===== config.mk =====
export PLATFORM = sky130hd
export DESIGN_NAME = fwl_loader
export DESIGN_NICKNAME = d
export VERILOG_FILES = /design/src/rtl/fwl_pkg.sv /design/src/rtl/fwl_cmd_check.sv /design/src/rtl/fwl_seq.sv /design/src/rtl/fwl_loader.sv
export SDC_FILE = /design/constraint.sdc
export NUM_CORES = 1
export LEC_CHECK = 0
export ABC_AREA = 1
export BUFFER_PORTS_ARGS = -buffer_cell sky130_fd_sc_hd__buf_2
export CAP_MARGIN = 20
export CELL_PAD_IN_SITES_DETAIL_PLACEMENT = 1
export CELL_PAD_IN_SITES_GLOBAL_PLACEMENT = 1
export CORE_AREA = 4 4 468 470
export CTS_CLUSTER_DIAMETER = 50
export DETAILED_ROUTE_END_ITERATION = 10
export DIE_AREA = 0 0 472 474
export GPL_ROUTABILITY_DRIVEN = 0
export HOLD_SLACK_MARGIN = 0.03
export PLACE_DENSITY = 0.34
export SYNTH_ARGS = -nofsm -noshare
export SYNTH_HDL_FRONTEND = slang
export SYNTH_SLANG_ARGS = --single-unit

===== constraint.sdc =====
create_clock -name clk -period 4.6 [get_ports clk]
set_input_delay 0.69 -clock clk [delete_from_list [all_inputs] [get_ports clk]]
set_output_delay 0.69 -clock clk [all_outputs]
set_load 0.01 [all_outputs]

===== src/rtl/fwl_pkg.sv =====
package fwl_pkg;
    // line size and command field position (fields hold units of one line)
    localparam int LINE_SHIFT = 6;
    localparam int FLD_LO     = 6;
    localparam int FLD_HI     = 16;
    localparam int FLD_W      = FLD_HI - FLD_LO + 1;

    localparam logic KIND_CODE = 1'b0;
    localparam logic KIND_DATA = 1'b1;

    typedef enum logic [1:0] {
        SEQ_IDLE = 2'd0,
        SEQ_REQ  = 2'd1,
        SEQ_WAIT = 2'd2
    } seq_state_e;
endpackage


===== src/rtl/fwl_cmd_check.sv =====
// Decodes a command and decides whether it may run.
module fwl_cmd_check
    import fwl_pkg::*;
#(
    parameter int ADDR_W      = 48,
    parameter int STORE_LINES = 1536,
    parameter int SLOT_SHIFT  = 20,
    localparam int SRC_W      = ADDR_W - LINE_SHIFT,
    localparam int LINE_AW    = $clog2(STORE_LINES)
) (
    input  logic              kind,
    input  logic [7:0]        desc,
    input  logic              auth,
    input  logic [63:0]       addr,
    input  logic [FLD_HI:0]   dst_f,
    input  logic [FLD_HI:0]   len_f,
    output logic              ok,
    output logic [SRC_W-1:0]  src_line,
    output logic [LINE_AW-1:0] dst_line,
    output logic [FLD_W-1:0]  n_lines
);
    logic [FLD_W-1:0] dst_fld;
    logic [FLD_W:0]   end_line;
    logic             len_fits;
    logic             unused_bits;

    assign dst_fld  = dst_f[FLD_HI:FLD_LO];
    assign n_lines  = len_f[FLD_HI:FLD_LO];
    assign end_line = {1'b0, dst_fld} + {1'b0, n_lines};
    assign len_fits = (n_lines != '0) && (int'(n_lines) <= STORE_LINES);

    always_comb begin
        if (kind == KIND_CODE) begin
            src_line = (SRC_W'(desc) << SLOT_SHIFT) + SRC_W'(addr[31:LINE_SHIFT]);
            dst_line = '0;
            ok       = auth && (desc != 8'd0) && len_fits;
        end else begin
            src_line = addr[ADDR_W-1:LINE_SHIFT];
            dst_line = LINE_AW'(dst_fld);
            ok       = len_fits && (int'(end_line) <= STORE_LINES);
        end
    end

    assign unused_bits = ^{addr[63:ADDR_W], addr[LINE_SHIFT-1:0],
                           dst_f[FLD_LO-1:0], len_f[FLD_LO-1:0]};
endmodule


===== src/rtl/fwl_seq.sv =====
// Line-by-line copy sequencer with status, two-process style.
module fwl_seq
    import fwl_pkg::*;
#(
    parameter int SRC_W       = 42,
    parameter int STORE_LINES = 1536,
    parameter int LINE_W      = 512,
    localparam int LINE_AW    = $clog2(STORE_LINES)
) (
    input  logic               clk,
    input  logic               rst_n,
    input  logic               cmd_valid,
    output logic               cmd_ready,
    input  logic               cmd_kind,
    input  logic               chk_ok,
    input  logic [SRC_W-1:0]   chk_src,
    input  logic [LINE_AW-1:0] chk_dst,
    input  logic [FLD_W-1:0]   chk_lines,
    output logic               rd_req_valid,
    input  logic               rd_req_ready,
    output logic [SRC_W+LINE_SHIFT-1:0] rd_req_addr,
    input  logic               rd_rsp_valid,
    input  logic [LINE_W-1:0]  rd_rsp_data,
    output logic               ram_we,
    output logic [LINE_AW-1:0] ram_line,
    output logic [LINE_W-1:0]  ram_wdata,
    output logic               busy,
    output logic               img_valid,
    output logic               err
);
    typedef struct packed {
        seq_state_e         st;
        logic [SRC_W-1:0]   src;
        logic [LINE_AW-1:0] line;
        logic [FLD_W-1:0]   left;
        logic               is_code;
        logic               img;
        logic               err;
    } seq_regs_t;

    seq_regs_t seq_d, seq_q;
    logic      accept;

    always_comb begin
        seq_d        = seq_q;
        cmd_ready    = (seq_q.st == SEQ_IDLE);
        accept       = cmd_valid && cmd_ready;
        rd_req_valid = (seq_q.st == SEQ_REQ);
        rd_req_addr  = {seq_q.src, {LINE_SHIFT{1'b0}}};
        ram_we       = (seq_q.st == SEQ_WAIT) && rd_rsp_valid;
        ram_line     = seq_q.line;
        ram_wdata    = rd_rsp_data;

        case (seq_q.st)
            SEQ_IDLE: begin
                if (accept) begin
                    seq_d.err = !chk_ok;
                    if (cmd_kind == KIND_CODE) begin
                        seq_d.img = 1'b0;
                    end
                    if (chk_ok) begin
                        seq_d.st      = SEQ_REQ;
                        seq_d.src     = chk_src;
                        seq_d.line    = chk_dst;
                        seq_d.left    = chk_lines;
                        seq_d.is_code = (cmd_kind == KIND_CODE);
                    end
                end
            end
            SEQ_REQ: begin
                if (rd_req_ready) begin
                    seq_d.st = SEQ_WAIT;
                end
            end
            SEQ_WAIT: begin
                if (rd_rsp_valid) begin
                    seq_d.src  = seq_q.src + SRC_W'(1);
                    seq_d.line = seq_q.line + LINE_AW'(1);
                    seq_d.left = seq_q.left - FLD_W'(1);
                    if (seq_q.left == FLD_W'(1)) begin
                        seq_d.st = SEQ_IDLE;
                        if (seq_q.is_code) begin
                            seq_d.img = 1'b1;
                        end
                    end else begin
                        seq_d.st = SEQ_REQ;
                    end
                end
            end
            default: seq_d.st = SEQ_IDLE;
        endcase
    end

    always_ff @(posedge clk) begin
        if (!rst_n) begin
            seq_q <= '0;
        end else begin
            seq_q <= seq_d;
        end
    end

    assign busy      = (seq_q.st != SEQ_IDLE);
    assign img_valid = seq_q.img;
    assign err       = seq_q.err;


    img_set_chk: assert property (@(posedge clk) disable iff (!rst_n)
        $rose(img_valid) |-> $past(ram_we));


    req_hold_chk: assert property (@(posedge clk) disable iff (!rst_n)
        (rd_req_valid && !rd_req_ready) |=> (rd_req_valid && $stable(rd_req_addr)));


    line_bound_chk: assert property (@(posedge clk) disable iff (!rst_n)
        ram_we |-> (int'(ram_line) < STORE_LINES));


    data_keeps_img_chk: assert property (@(posedge clk) disable iff (!rst_n)
        (accept && cmd_kind == KIND_DATA) |=> $stable(img_valid));


    refuse_idle_chk: assert property (@(posedge clk) disable iff (!rst_n)
        (accept && !chk_ok) |=> (!busy && err && !ram_we));
endmodule


===== src/rtl/fwl_loader.sv =====
// Top: authenticated firmware / data line loader into a local store.
module fwl_loader
    import fwl_pkg::*;
#(
    parameter int ADDR_W      = 48,
    parameter int LINE_W      = 512,
    parameter int STORE_LINES = 1536,
    parameter int SLOT_SHIFT  = 20,
    localparam int LINE_AW    = $clog2(STORE_LINES),
    localparam int SRC_W      = ADDR_W - LINE_SHIFT
) (
    input  logic               clk,
    input  logic               rst_n,
    input  logic               cmd_valid,
    output logic               cmd_ready,
    input  logic               cmd_kind,
    input  logic [7:0]         cmd_desc,
    input  logic [63:0]        cmd_addr,
    input  logic [16:0]        cmd_dst,
    input  logic [16:0]        cmd_len,
    input  logic               auth_ok,
    output logic               rd_req_valid,
    input  logic               rd_req_ready,
    output logic [ADDR_W-1:0]  rd_req_addr,
    input  logic               rd_rsp_valid,
    input  logic [LINE_W-1:0]  rd_rsp_data,
    output logic               ram_we,
    output logic [LINE_AW-1:0] ram_line,
    output logic [LINE_W-1:0]  ram_wdata,
    output logic               busy,
    output logic               img_valid,
    output logic               err
);
    logic               chk_ok;
    logic [SRC_W-1:0]   chk_src;
    logic [LINE_AW-1:0] chk_dst;
    logic [FLD_W-1:0]   chk_lines;

    fwl_cmd_check #(
        .ADDR_W(ADDR_W), .STORE_LINES(STORE_LINES), .SLOT_SHIFT(SLOT_SHIFT)
    ) u_check (
        .kind(cmd_kind), .desc(cmd_desc), .auth(auth_ok), .addr(cmd_addr),
        .dst_f(cmd_dst), .len_f(cmd_len), .ok(chk_ok), .src_line(chk_src),
        .dst_line(chk_dst), .n_lines(chk_lines)
    );

    fwl_seq #(
        .SRC_W(SRC_W), .STORE_LINES(STORE_LINES), .LINE_W(LINE_W)
    ) u_seq (
        .clk(clk), .rst_n(rst_n), .cmd_valid(cmd_valid), .cmd_ready(cmd_ready),
        .cmd_kind(cmd_kind), .chk_ok(chk_ok), .chk_src(chk_src),
        .chk_dst(chk_dst), .chk_lines(chk_lines),
        .rd_req_valid(rd_req_valid), .rd_req_ready(rd_req_ready),
        .rd_req_addr(rd_req_addr), .rd_rsp_valid(rd_rsp_valid),
        .rd_rsp_data(rd_rsp_data), .ram_we(ram_we), .ram_line(ram_line),
        .ram_wdata(ram_wdata), .busy(busy), .img_valid(img_valid), .err(err)
    );


    auth_gate_chk: assert property (@(posedge clk) disable iff (!rst_n)
        (cmd_valid && cmd_ready && cmd_kind == KIND_CODE && !auth_ok)
        |=> (!busy && !img_valid && err));


    zero_desc_chk: assert property (@(posedge clk) disable iff (!rst_n)
        (cmd_valid && cmd_ready && cmd_kind == KIND_CODE && cmd_desc == 8'd0)
        |=> (!busy && !img_valid));
endmodule


==> run metrics <==
Max Cap Viol=0; register area share after synthesis=0.136; syn avg cell area=6.40 µm²; Die H=474 µm; initial core utilization=0.0473; Syn-to-layout area delta=3.59%; Core Region=214000 µm²; Reg clk slew, reported paths=70 ps; synthesized area=10100 µm²; Post-Syn Instances=1584; Hold Crit Class=flop to flop; DIE WIDTH=472 µm; Rows=170; power density cells=243 nW/µm²; detailed-router iteration count before antenna repair=4; final WL=98100 µm; fin area=10500 µm²; Tmin final=3450 ps; Slew Limit Headroom=0.406; Min Hold Slack=507 ps; Layout Utilization=0.0490; number of synthesized flops with an enable pin=0; cts hold-fix bufs=0; final total power=2.55 mW; critical setup path kind=input pin to flop; most frequent cells after synthesis=571 x buf_4, 235 x nand2_1, 192 x nor2_1; DR DRC count=0; Resize count post-CTS=0; Critical Path Source Type=input pin; setup TNS=0 ps; dpl ws=612 ps; CTS tree=yes; CP required=4930 ps; CP endpoint kind=flop; CTS sink count=69; DRT antenna net count=0; top cell type's share of synthesized area=0.423; Tot GR Track Use=0.0843; # setup viols final=0; area post-placement=10100 µm²; most common cell in the synthesized netlist=buf_4; status=finished, final reports clean; Remaining Overflow, GRT=0; IO buf count=137; Wirelength per Cell=24.5 µm; post-synth cell types=41; Synth area leaders=buf_4 42%, dfxtp_1 14%, nand2_1 8.7%; layout cells sized above 1=0.172; worst skew pair latency=400 ps; Inst Count DP=3973; total CTS buffers=9; vias per cell=2.02; CTS max path bufs=2; IO Count=1202; clock skew=13.2 ps; First DRT Iteration DRCs=262; Achievable Freq=0.290 GHz; Top FF cell, synth=dfxtp_1; die area=224000 µm²; RSZ-0062 raised after global routing=false; synth warn=0; Tcrit/Tclk final=0.749; Layout Nets=1794; Vias=8081; Clock Tree Root=clkbuf_16; number of global-route vias before repair=8641; post-CTS setup buffer count=0; slew at the pin closest to its max-slew limit=890 ps; Arr. time, crit path=3780 ps; initial antenna violation count=27; max-slew violation count=0; largest net degree at the start of global routing=60; #FFs+latches synth=69; Async S/R FF share, synth=0; Yosys top cell by area=buf_4; fin cells=4003; fill cell count=25900; maximum vdd ir drop=0.171 mV; first-pass GRT wire length=117000 µm; # H-tree levels=3; P_leak=3.39 nW; DPL Wire Length=87700 µm; Setup WS post-layout=1150 ps; Hold Violations, Final=0; crit path max fanout=31
[cells in the final DEF (no fill, tap or decap), types with 4 or more instances in the layout]
cell type / synthesis / final
nor2_1: 192 / 192
o211ai_1: 5 / 5
a21oi_1: 37 / 37
inv_1: 101 / 101
diode_2: 0 / 14
dfxtp_1: 69 / 69
o21ai_1: 4 / 4
nor4_1: 13 / 12
nor3_1: 35 / 35
nand2_1: 235 / 234
conb_1: 1 / 6
or2_2: 5 / 5
nand4_1: 13 / 13
xnor2_1: 8 / 8
buf_2: 10 / 137
ha_1: 21 / 21
xor2_1: 17 / 17
nor2_2: 4 / 4
nand3b_1: 4 / 4
clkbuf_16: 0 / 9
o21ai_0: 144 / 144
nand3_1: 40 / 40
nand2_2: 3 / 4
buf_4: 571 / 18
[final timing paths]
| path | startpoint | end | depth (start not counted) | slack (ps) |
|---|---|---|---|---|
| setup / recovery | cmd_dst[6] | u_seq.rd_req_addr[18]$_SDFFE_PN0P_ | 21 | 1150 |
| setup reg to reg | u_seq.rd_req_addr[13]$_SDFFE_PN0P_ | u_seq.rd_req_addr[37]$_SDFFE_PN0P_ | 9 | 1650 |
| hold reg to reg | u_seq.err$_SDFFE_PN0P_ | u_seq.err$_SDFFE_PN0P_ | 2 | 510 |
| hold / removal | u_seq.err$_SDFFE_PN0P_ | u_seq.err$_SDFFE_PN0P_ | 2 | 510 |
[report_power, final]
group | total [mW] | internal, mW | switching (mW)
sequential | 0.778 | 0.674 | 0.104
combinational | 0.875 | 0.267 | 0.607
clock | 0.897 | 0.533 | 0.364
[final cells by class]
| class | instances | area, µm² | share of cell area |
|---|---|---|---|
| tap | 2838 | 3550 | 0.338 |
| inverter | 103 | 387 | 0.0368 |
| antenna | 14 | 35.0 | 0.00334 |
| timing repair buffer | 158 | 881 | 0.0839 |
| clock inverter | 7 | 121 | 0.0116 |
| sequential | 69 | 1380 | 0.132 |
| multi-input combinational | 805 | 3920 | 0.373 |
| clock buffer | 9 | 225 | 0.0214 |
[critical path, stage by stage]
cell     delay, ps
buf_2          140
ha_1           270
fa_1           400
nand2_1        110
nand2_2         90
nand3_1        100
nand2_1         90
nand2_1        100
nand2_1         60
nand2_1         50
nand2_1         50
nor2_1          80
nand2_1         60
nand2_1        120
nand2_2        120
nand3_4        120
nand2_4        190
inv_2          440
buf_12         270
nor2_1          80
nor2_1          90
[metal layers]
layer | vias to the layer above | global-route usage | share of wire
li1 | 3562 | - | -
met1 | 3427 | 0.0513 | 0.22
met2 | 726 | 0.138 | 0.46
met3 | 356 | 0.0936 | 0.24
met4 | 10 | 0.0611 | 0.080
met5 | - | 0.000433 | 0.00060
[cells by family (layout without fill, tap and decap cells)]
group,Yosys count,after routing,synth area share
compound gates,201,201,0.103
xor+xnor,25,25,0.0216
fa+ha+maj,23,23,0.0299
buf+inv,715,277,0.480
flops,69,69,0.136
other cells,1,20,0.000370
simple gates,550,550,0.228
[registers in the layout, summed over array words and instances (netlist names)]
| register | cells |
|---|---|
| u_seq.rd_req_addr | 42 |
| u_seq.ram_line | 11 |
| u_seq.err | 1 |
| u_seq.seq_q | 14 |
| u_seq.img_valid | 1 |
Power figures use the tool's default switching activity.
